[src/rtl/ptt_pkg.sv]
package ptt_pkg;
  parameter int CNT_W  = 16;
  parameter int PRE_W  = 4;
  parameter int ADDR_W = 3;
  localparam int PRE_CNT_W = (1 << PRE_W) - 1;

  localparam logic [ADDR_W-1:0] OFS_CTRL = ADDR_W'(0);
  localparam logic [ADDR_W-1:0] OFS_MOD  = ADDR_W'(2);
  localparam logic [ADDR_W-1:0] OFS_CNT  = ADDR_W'(4);

  localparam int B_EN   = 0;
  localparam int B_RLD  = 1;
  localparam int B_FLAG = 2;
  localparam int B_IE   = 3;
  localparam int B_OVW  = 4;
  localparam int B_SPA  = 5;
  localparam int B_SPB  = 6;
  localparam int B_PRE  = 8;

  typedef struct packed {
    logic             en;
    logic             rld;
    logic             ovw;
    logic             spareA;
    logic             spareB;
    logic [PRE_W-1:0] pre;
  } cfg_t;

  typedef struct packed {
    logic             load;
    logic             clrPre;
    logic [CNT_W-1:0] loadVal;
    logic [CNT_W-1:0] reloadVal;
    logic             run;
    logic [PRE_W-1:0] preSel;
  } strobe_t;
endpackage

[src/rtl/ptt_ctrl.sv]
module ptt_ctrl
  import ptt_pkg::*;
(
  input  logic              clk,
  input  logic              rstN,
  input  logic              wrEn,
  input  logic [ADDR_W-1:0] addr,
  input  logic [CNT_W-1:0]  wrData,
  input  logic              expire,
  output strobe_t           strb,
  output logic [CNT_W-1:0]  ctrlRd,
  output logic [CNT_W-1:0]  modRd,
  output logic              flag,
  output logic              ieOut
);
  cfg_t             cfgQ, wrCfg;
  logic             ieQ, flagQ;
  logic [CNT_W-1:0] modQ;
  logic             isCtrlWr, isModWr, cfgChange;

  assign isCtrlWr = wrEn && (addr == OFS_CTRL);
  assign isModWr  = wrEn && (addr == OFS_MOD);

  always_comb begin
    wrCfg.en     = wrData[B_EN];
    wrCfg.rld    = wrData[B_RLD];
    wrCfg.ovw    = wrData[B_OVW];
    wrCfg.spareA = wrData[B_SPA];
    wrCfg.spareB = wrData[B_SPB];
    wrCfg.pre    = wrData[B_PRE +: PRE_W];
  end

  assign cfgChange = isCtrlWr && (wrCfg != cfgQ);

  always_ff @(posedge clk or negedge rstN) begin
    if (!rstN) begin
      cfgQ  <= '0;
      ieQ   <= 1'b0;
      flagQ <= 1'b0;
      modQ  <= '1;
    end else begin
      if (isCtrlWr) begin
        cfgQ <= wrCfg;
        ieQ  <= wrData[B_IE];
      end
      if (isModWr) modQ <= wrData;
      if (expire) flagQ <= 1'b1;
      else if ((isCtrlWr && wrData[B_FLAG]) || isModWr) flagQ <= 1'b0;
    end
  end

  always_comb begin
    strb.clrPre    = cfgChange;
    strb.load      = cfgChange || (isModWr && cfgQ.ovw);
    strb.loadVal   = cfgChange ? (wrCfg.rld ? modQ : '1) : wrData;
    strb.reloadVal = cfgQ.rld ? modQ : '1;
    strb.run       = cfgQ.en;
    strb.preSel    = cfgQ.pre;
  end

  always_comb begin
    ctrlRd                  = '0;
    ctrlRd[B_EN]            = cfgQ.en;
    ctrlRd[B_RLD]           = cfgQ.rld;
    ctrlRd[B_FLAG]          = flagQ;
    ctrlRd[B_IE]            = ieQ;
    ctrlRd[B_OVW]           = cfgQ.ovw;
    ctrlRd[B_SPA]           = cfgQ.spareA;
    ctrlRd[B_SPB]           = cfgQ.spareB;
    ctrlRd[B_PRE +: PRE_W]  = cfgQ.pre;
  end

  assign modRd = modQ;
  assign flag  = flagQ;
  assign ieOut = ieQ;


  flag_no_sw_set_chk: assert property (@(posedge clk) disable iff (!rstN)
    (!flagQ && !expire) |=> !flagQ);


  mod_wr_clears_flag_chk: assert property (@(posedge clk) disable iff (!rstN)
    (isModWr && !expire) |=> !flagQ);


  cnt_wr_ignored_chk: assert property (@(posedge clk) disable iff (!rstN)
    (wrEn && addr == OFS_CNT) |=> ($stable(modQ) && $stable(cfgQ) && $stable(ieQ)));
endmodule

[src/rtl/ptt_datapath.sv]
module ptt_datapath
  import ptt_pkg::*;
(
  input  logic             clk,
  input  logic             rstN,
  input  logic             tickEn,
  input  strobe_t          strb,
  output logic [CNT_W-1:0] cntQ,
  output logic             expire
);
  logic [PRE_CNT_W-1:0] preCnt, preLim;
  logic                 preWrap, tick;

  assign preLim  = PRE_CNT_W'((32'd1 << strb.preSel) - 32'd1);
  assign preWrap = (preCnt == preLim);
  assign tick    = strb.run && tickEn && preWrap;
  assign expire  = tick && (cntQ == '0) && !strb.load;

  always_ff @(posedge clk or negedge rstN) begin
    if (!rstN) preCnt <= '0;
    else if (strb.clrPre) preCnt <= '0;
    else if (strb.run && tickEn) preCnt <= preWrap ? '0 : preCnt + PRE_CNT_W'(1);
  end

  always_ff @(posedge clk or negedge rstN) begin
    if (!rstN) cntQ <= '1;
    else if (strb.load) cntQ <= strb.loadVal;
    else if (tick) cntQ <= (cntQ == '0) ? strb.reloadVal : cntQ - CNT_W'(1);
  end


  halt_holds_chk: assert property (@(posedge clk) disable iff (!rstN)
    (!strb.run && !strb.load && !strb.clrPre) |=> ($stable(cntQ) && $stable(preCnt)));


  count_step_chk: assert property (@(posedge clk) disable iff (!rstN)
    (tick && !strb.load && cntQ != '0) |=> (cntQ == $past(cntQ) - CNT_W'(1)));


  reload_value_chk: assert property (@(posedge clk) disable iff (!rstN)
    expire |=> (cntQ == $past(strb.reloadVal)));
endmodule

[src/rtl/periodic_tick_timer.sv]
module periodic_tick_timer
  import ptt_pkg::*;
(
  input  logic              clk,
  input  logic              rstN,
  input  logic              tickEn,
  input  logic              wrEn,
  input  logic              rdEn,
  input  logic [ADDR_W-1:0] addr,
  input  logic [CNT_W-1:0]  wrData,
  output logic [CNT_W-1:0]  rdData,
  output logic              irq
);
  strobe_t          strb;
  logic [CNT_W-1:0] ctrlRd, modRd, cntVal;
  logic             flag, ieOut, expire;

  ptt_ctrl u_ctrl (
    .clk(clk), .rstN(rstN), .wrEn(wrEn), .addr(addr), .wrData(wrData),
    .expire(expire), .strb(strb), .ctrlRd(ctrlRd), .modRd(modRd),
    .flag(flag), .ieOut(ieOut)
  );

  ptt_datapath u_dp (
    .clk(clk), .rstN(rstN), .tickEn(tickEn), .strb(strb),
    .cntQ(cntVal), .expire(expire)
  );

  assign irq = flag && ieOut;

  always_comb begin
    rdData = '0;
    if (rdEn) begin
      unique case (addr)
        OFS_CTRL: rdData = ctrlRd;
        OFS_MOD:  rdData = modRd;
        OFS_CNT:  rdData = cntVal;
        default:  rdData = '0;
      endcase
    end
  end


  irq_needs_enable_chk: assert property (@(posedge clk) disable iff (!rstN)
    (wrEn && addr == OFS_CTRL && !wrData[B_IE]) |=> !irq);
endmodule

[config.mk]
export PLATFORM = sky130hd
export DESIGN_NAME = periodic_tick_timer
export DESIGN_NICKNAME = d
export VERILOG_FILES = /design/src/rtl/ptt_pkg.sv /design/src/rtl/ptt_ctrl.sv /design/src/rtl/ptt_datapath.sv /design/src/rtl/periodic_tick_timer.sv
export SDC_FILE = /design/constraint.sdc
export NUM_CORES = 1
export LEC_CHECK = 0
export ABC_AREA = 1
export BUFFER_PORTS_ARGS = -buffer_cell sky130_fd_sc_hd__buf_2
export CORE_UTILIZATION = 40
export DETAILED_ROUTE_END_ITERATION = 10
export PLACE_DENSITY = 0.54
export SYNTH_ARGS = -nofsm -noshare
export SYNTH_HDL_FRONTEND = slang
export SYNTH_HIERARCHICAL = 1
export SYNTH_SLANG_ARGS = --single-unit
[constraint.sdc]
create_clock -name clk -period 3 [get_ports clk]
set_clock_uncertainty 0.1 [all_clocks]
set_input_delay 0.3 -clock clk [delete_from_list [all_inputs] [get_ports clk]]
set_output_delay 0.3 -clock clk [all_outputs]
set_load 0.02 [all_outputs]
; ---- After elaboration in Yosys (flattened, before gate mapping)
; Cells that the tools add are included.
[word_totals]
memories = 0
rom_bits = 0
inputBits = 24
word_cells = 50
ff_bits = 58
ram_bits = 0
out_inout_bits = 17
latch_bits = 0
[op_classes]
n_shift = 1
div = 0
n_eq_ne = 4
muxes = 13
bitwise = 0
order_cmp = 0
multipliers = 0
add_sub_neg = 3
reduce_logical = 18
[op_table]
columns = cell, count
row1 = 16-bit two-way mux, 7
row2 = 16-bit case mux with 3 select lines, 1
row3 = 15-bit two-way mux, 3
row4 = 16-bit zero test, 1
row5 = "16-bit by 1-bit subtractor with 16-bit output, second input constant", 1
row6 = "15-bit by 1-bit adder with 15-bit output, second input constant", 1
row7 = 15-bit == test, 1
row8 = "1-bit by 4-bit left shift with 15-bit output, first input constant", 1
row9 = "15-bit by 1-bit subtractor with 15-bit output, second input constant", 1
row10 = 1-bit logical AND, 10
row11 = 9-bit inequality test, 1
row12 = 2-bit nonzero test, 3
row13 = "3-bit by 2-bit == test with 1-bit output, second input constant", 1
row14 = "3-bit == test, second input constant", 1
row15 = 3-bit zero test, 1
row16 = 1-bit logical OR, 2
row17 = 1-bit two-way mux, 2
row18 = 1-bit zero test, 1

; ---- Depth between registers and ports, before layout
[logic_depth]
word_depth = 7
mapped_depth = 19
mapped_depth_nobuf = 16

; ---- By module
; Netlist, hierarchy kept.
[by_module_without_submodules]
columns = mod, instances, seq_area_each_um2, area_each_um2, cells_per_inst
row1 = ptt_datapath, 1, 795.8, 2967.8, 475
row2 = ptt_ctrl, 1, 695.7, 1706.6, 247
row3 = periodic_tick_timer, 1, 0.0, 601.8, 114

; ---- Worst setup path before layout
; OpenSTA, ideal clock, no wires.
[synth_timing]
path_kind = reg-to-reg
startpoint = register u_ctrl.cfgQ, in the netlist u_ctrl/ctrlRd[10]
endpoint = register u_dp.preCnt[12]
path_stages_with_launch = 16
n_path_buf = 3
t_required_ps = 2769
slack_ps = 454
setup_time_ps = 131
period_less_slack_ps = 2546
arrival_time_ps = 2315
cell_sequence = dfrtp_1 -> buf_4 -> buf_4 -> nor2_8 -> nand2_1 -> inv_1 -> nand2_1 -> ha_1 -> xor2_1 -> and3_1 -> nand3_1 -> nor2_2 -> nand2_1 -> buf_2 -> nand3b_1 -> o21ai_0
[synth_via]
elab_chain_cells = 6
word_cells_on_any_way = 9
cone_classes = add/sub: 1 / eq/ne: 2 / shift: 1 / mux: 3 / reduce/logical: 2
[synth_lines]
columns = item, line_no
row1 = start: declaration, ptt_ctrl.sv:16  ; cfg_t cfgQ, wrCfg;
row2 = start signal: assignment, ptt_ctrl.sv:43  ; cfgQ <= wrCfg;
row3 = 1-bit by 4-bit left shift with 15-bit output, ptt_datapath.sv:14  ; assign preLim = PRE_CNT_W'((32'd1 << strb.preSel) - 32'd1);
row4 = 15-bit by 1-bit subtractor with 15-bit output, ptt_datapath.sv:14
row5 = 15-bit == test, ptt_datapath.sv:15  ; assign preWrap = (preCnt == preLim);
row6 = 15-bit two-way mux (2 in series), ptt_datapath.sv:22  ; else if (strb.run && tickEn) preCnt <= preWrap ? '0 : preCnt + PRE_CNT_W'(1);
row7 = 15-bit two-way mux, ptt_datapath.sv:21  ; else if (strb.clrPre) preCnt <= '0;
row8 = end signal: assignment, ptt_datapath.sv:22
row9 = end: declaration, ptt_datapath.sv:11  ; logic [PRE_CNT_W-1:0] preCnt, preLim;
; Several ways; a longest one is shown, not always the timed one. The select of a mux whose other input is x is not followed.
; A chain may end at the register's enable or synchronous reset.

; ---- Final worst setup path
[layout_timing]
startpoint = register u_ctrl.cfgQ, in the netlist u_ctrl/ctrlRd[9]
endpoint = register u_dp.cntQ[2]
[layout_via]
elab_chain_cells = 5
word_cells_on_any_way = 10
cone_classes = add/sub: 1 / eq/ne: 2 / shift: 1 / mux: 2 / reduce/logical: 4
[layout_lines]
columns = item, line_no
row1 = 1-bit by 4-bit left shift with 15-bit output, ptt_datapath.sv:14
row2 = 15-bit by 1-bit subtractor with 15-bit output, ptt_datapath.sv:14
row3 = 15-bit == test, ptt_datapath.sv:15
row4 = 1-bit logical AND, ptt_datapath.sv:16  ; assign tick = strb.run && tickEn && preWrap;
row5 = 2-bit nonzero test (no source line), --
row6 = end signal: assignment, ptt_datapath.sv:27  ; else if (strb.load) cntQ <= strb.loadVal;
row7 = end signal: assignment, ptt_datapath.sv:28  ; else if (tick) cntQ <= (cntQ == '0) ? strb.reloadVal : cntQ - CNT_W'(1);
row8 = end: declaration, ptt_datapath.sv:8  ; output logic [CNT_W-1:0] cntQ,
; Several ways; a longest one is shown, not always the timed one.

==> metrics.yaml <==
status:
  status: "complete, no violations"
sta:
  layout_setup_ws_ns: 0.311
  tightest_slew_ns: 0.596
  max-slew-margin-rel: 0.602
  finalMaxSlewViolations: 0
  max_freq_mhz: 372
  layout_min_cycle_time_ns: 2.69
  rsz0062_at_grt: "false"
  hold_viol: 0
  period_share: 0.896
  hold_ws_ns: 0.0953
  fin_setup_tns_ns: 0
  setup_viol: 0
grt:
  gr-usage-all-layers: 0.274
  grt-busiest-layer: "met1"
  met3_usage: 0.0623
  antenna_found_initial: 0
  grt_pass1_vias: 4927
  grt_use_met1: 0.454
  globalRouteOverflowTotal: 0
  grt_util_met2: 0.350
  grt_pass1_wl_um: 27800
  grt_max_degree: 34
routing:
  avgViaCountPerCell: 5.40
  vias: 5604
  drt-pass1-iter-count: 5
  drt_iter0_markers: 539
  drc: 0
  drtAntennaViolNets: 0
  avgRoutedWirePerCell_um: 17.2
  wirelength_um: 17900
yosys:
  synth_area_mm2: 0.00528
  syn_area_per_cell_um2: 6.31
  yosysTopAreaCell: "nand2_1"
  synthTopCellsByCount: "nand2_1, nand3_1, inv_1"
  netlist.area_leader.share: 0.197
  postSynthCellCount: 836
  yosysSeqAreaShare: 0.283
  async_reset_ff_frac: 1.00
  ys_ff_latch: 58
  synth_ff_type: "dfstp_2"
  yosys_warnings: 6
  ys_top_cells_by_area: "nand2_1, dfstp_2, dfrtp_1, nand3_1, inv_1"
  synth-edff-count: 0
  synth.distinct_cells: 40
  synth.most_common_cell: "nand2_1"
setup_path:
  cp.buffers_inverters: 1
  ff2ff_setup_slack_ns: 0.31
  reg2reg_to: "u_dp/cntQ[2]"
  cpLargestDelayFamily: "simple AND/OR/NAND/NOR gates"
  path_class: "reg2reg"
  cp_common_cell: "nand2_1"
  crit_fanout: 17
  arrival_ns: 2.87
  reg2regPathDepth: 14
  path_cells: "nor2_1 -> nand2_1 -> ha_1 -> inv_1 -> nand3_1 -> nand2_1 -> nand2_1 -> nand2_1 -> nand3_1 -> nor2_2 -> nand3_4 -> nand2_4 -> nand2_1 -> nand2_1"
  critPathRequiredTime_ns: 3.18
  crit_path_start_kind: "flop"
  cp-end-kind: "flop"
  cp-startpoint: "u_ctrl/ctrlRd[9]"
  r2r_start: "u_ctrl/ctrlRd[9]"
  cp_slowest_cell: "dfrtp_1"
  slowest_delay_ns: 0.54
clock_network:
  cts_tree: "yes"
  cts_setup_buffers: 0
  htree_levels: 3
  clock-sinks: 58
  clk_path_buf_depth: 2
  path_clk_slew_ns: 0.05
  cts_made_buffers: 9
  cts_root_buf: "clkbuf_16"
  clock_latency_ns: 0.34
power_and_ir_drop:
  power_density_mw_per_mm2: 785
  p_leak_nw: 3.06
  peakVddDrop_mv: 0.337
  power_mw: 4.61
placed_design:
  dpl.hpwl_um: 13100
  post-place-ws_ns: 0.234
  dp_cells: 1021
  placed_cell_area_mm2: 0.00551
  gp_congestion: 0.866
  port_buffers: 40
cells_and_area:
  syn2layout_area_growth_pct: 11.2
  multiInputGateArea_mm2: 0.00309
  fillers: 1398
  finalNetCount: 889
  fin_util: 0.461
  seq_area_mm2: 0.00149
  num_antenna_cells: 0
  layout-drive-gt1-share: 0.157
  final_cell_count_no_fill: 1038
  stdcell_area_mm2: 0.00587
floorplanning:
  die_w_um: 117
  start_util: 0.415
  pin_count: 41
  core_area_mm2: 0.0127
  rows: 41
  die-area_mm2: 0.0137
  die_h_um: 117
run:
  drv_cap: 0
worst_hold_path:
  worstHoldStart: "wrData[3]"
  hp-class: "in2reg"
  hold_path_end: "u_ctrl/ieOut"
  whs_path_depth: 3
[report_power, final]
group          total [mW]  switching (mW)  internal [mW]
sequential           1.49           0.372           1.12
clock                1.22           0.384          0.832
combinational        1.90            1.22          0.681
[how the worst max path moves through the flow]
stage                      end  cells after the start
2_1_floorplan  u_dp/preCnt[12]                     15
3_3_place_gp    u_dp/preCnt[6]                     12
3_5_place_dp    u_dp/preCnt[9]                     13
4_1_cts         u_dp/preCnt[5]                     13
5_1_grt          u_dp/cntQ[10]                     14
6_report          u_dp/cntQ[2]                     14
[cell usage in the layout, fill, tap and decap left out, drive strengths merged]
| cell | count |
|---|---|
| nand3b | 12 |
| xor2 | 24 |
| and3 | 1 |
| buf | 60 |
| a31oi | 6 |
| dfstp | 32 |
| xnor2 | 9 |
| a31o | 1 |
| o211ai | 3 |
| nand2 | 281 |
| o21bai | 1 |
| bufinv | 3 |
| o21ai | 37 |
| clkinvlp | 1 |
| nand3 | 112 |
| nor2 | 77 |
| clkbuf | 11 |
| nand4 | 27 |
| ha | 4 |
| nor4 | 5 |
| inv | 97 |
| conb | 5 |
| nor3b | 1 |
| dfrtp | 26 |
| clkinv | 2 |
| a21oi | 21 |
| dlygate4sd3 | 1 |
| nor3 | 6 |
[cells by family after synthesis]
group	after synthesis	synth area share
other	1	0.000711
AND/OR/NAND/NOR	522	0.447
buffers and inverters	149	0.136
AO/OA/AOI/OAI	69	0.0695
XOR/XNOR	33	0.0548
flip-flops	58	0.283
adder cells (fa/ha/maj)	4	0.00949
[state kept, by name (all words and copies together) (netlist names)]
| signal | cells |
|---|---|
| u_ctrl/modRd | 16 |
| u_dp/cntQ | 16 |
| u_dp/preCnt | 15 |
| u_ctrl/ctrlRd | 9 |
| u_ctrl/flag | 1 |
| u_ctrl/ieOut | 1 |
[cell type report]
cell class                 count  area share
multi-input combinational    633       0.526
sequential                    58       0.254
inverter                      98      0.0631
timing repair buffer          61      0.0614
clock buffer                  11      0.0414
tap                          172      0.0367
clock inverter                 5      0.0175
[routing by layer]
metal  vias to the layer above  part of all wire
met5                         -                 0
met4                         0            0.0040
met3                         7             0.091
met2                       256              0.38
met1                      2640              0.52
li1                       2701                 -
[worst reg2reg max path, stage by stage, from the launching register on]
cell and delay (ns):
dfrtp_1 0.54, nor2_1 0.25, nand2_1 0.11, ha_1 0.25
inv_1 0.09, nand3_1 0.09, nand2_1 0.09, nand2_1 0.05
nand2_1 0.12, nand3_1 0.10, nor2_2 0.20, nand3_4 0.25
nand2_4 0.27, nand2_1 0.09, nand2_1 0.06
[repair_timing]
action                                  in CTS  in global routing
hold buffers                                 1                  0
hold endpoints to repair                     2                  0
endpoints found under the setup margin       0                  5
resized for setup                            0                  1
(Power assumes the default switching activity.)
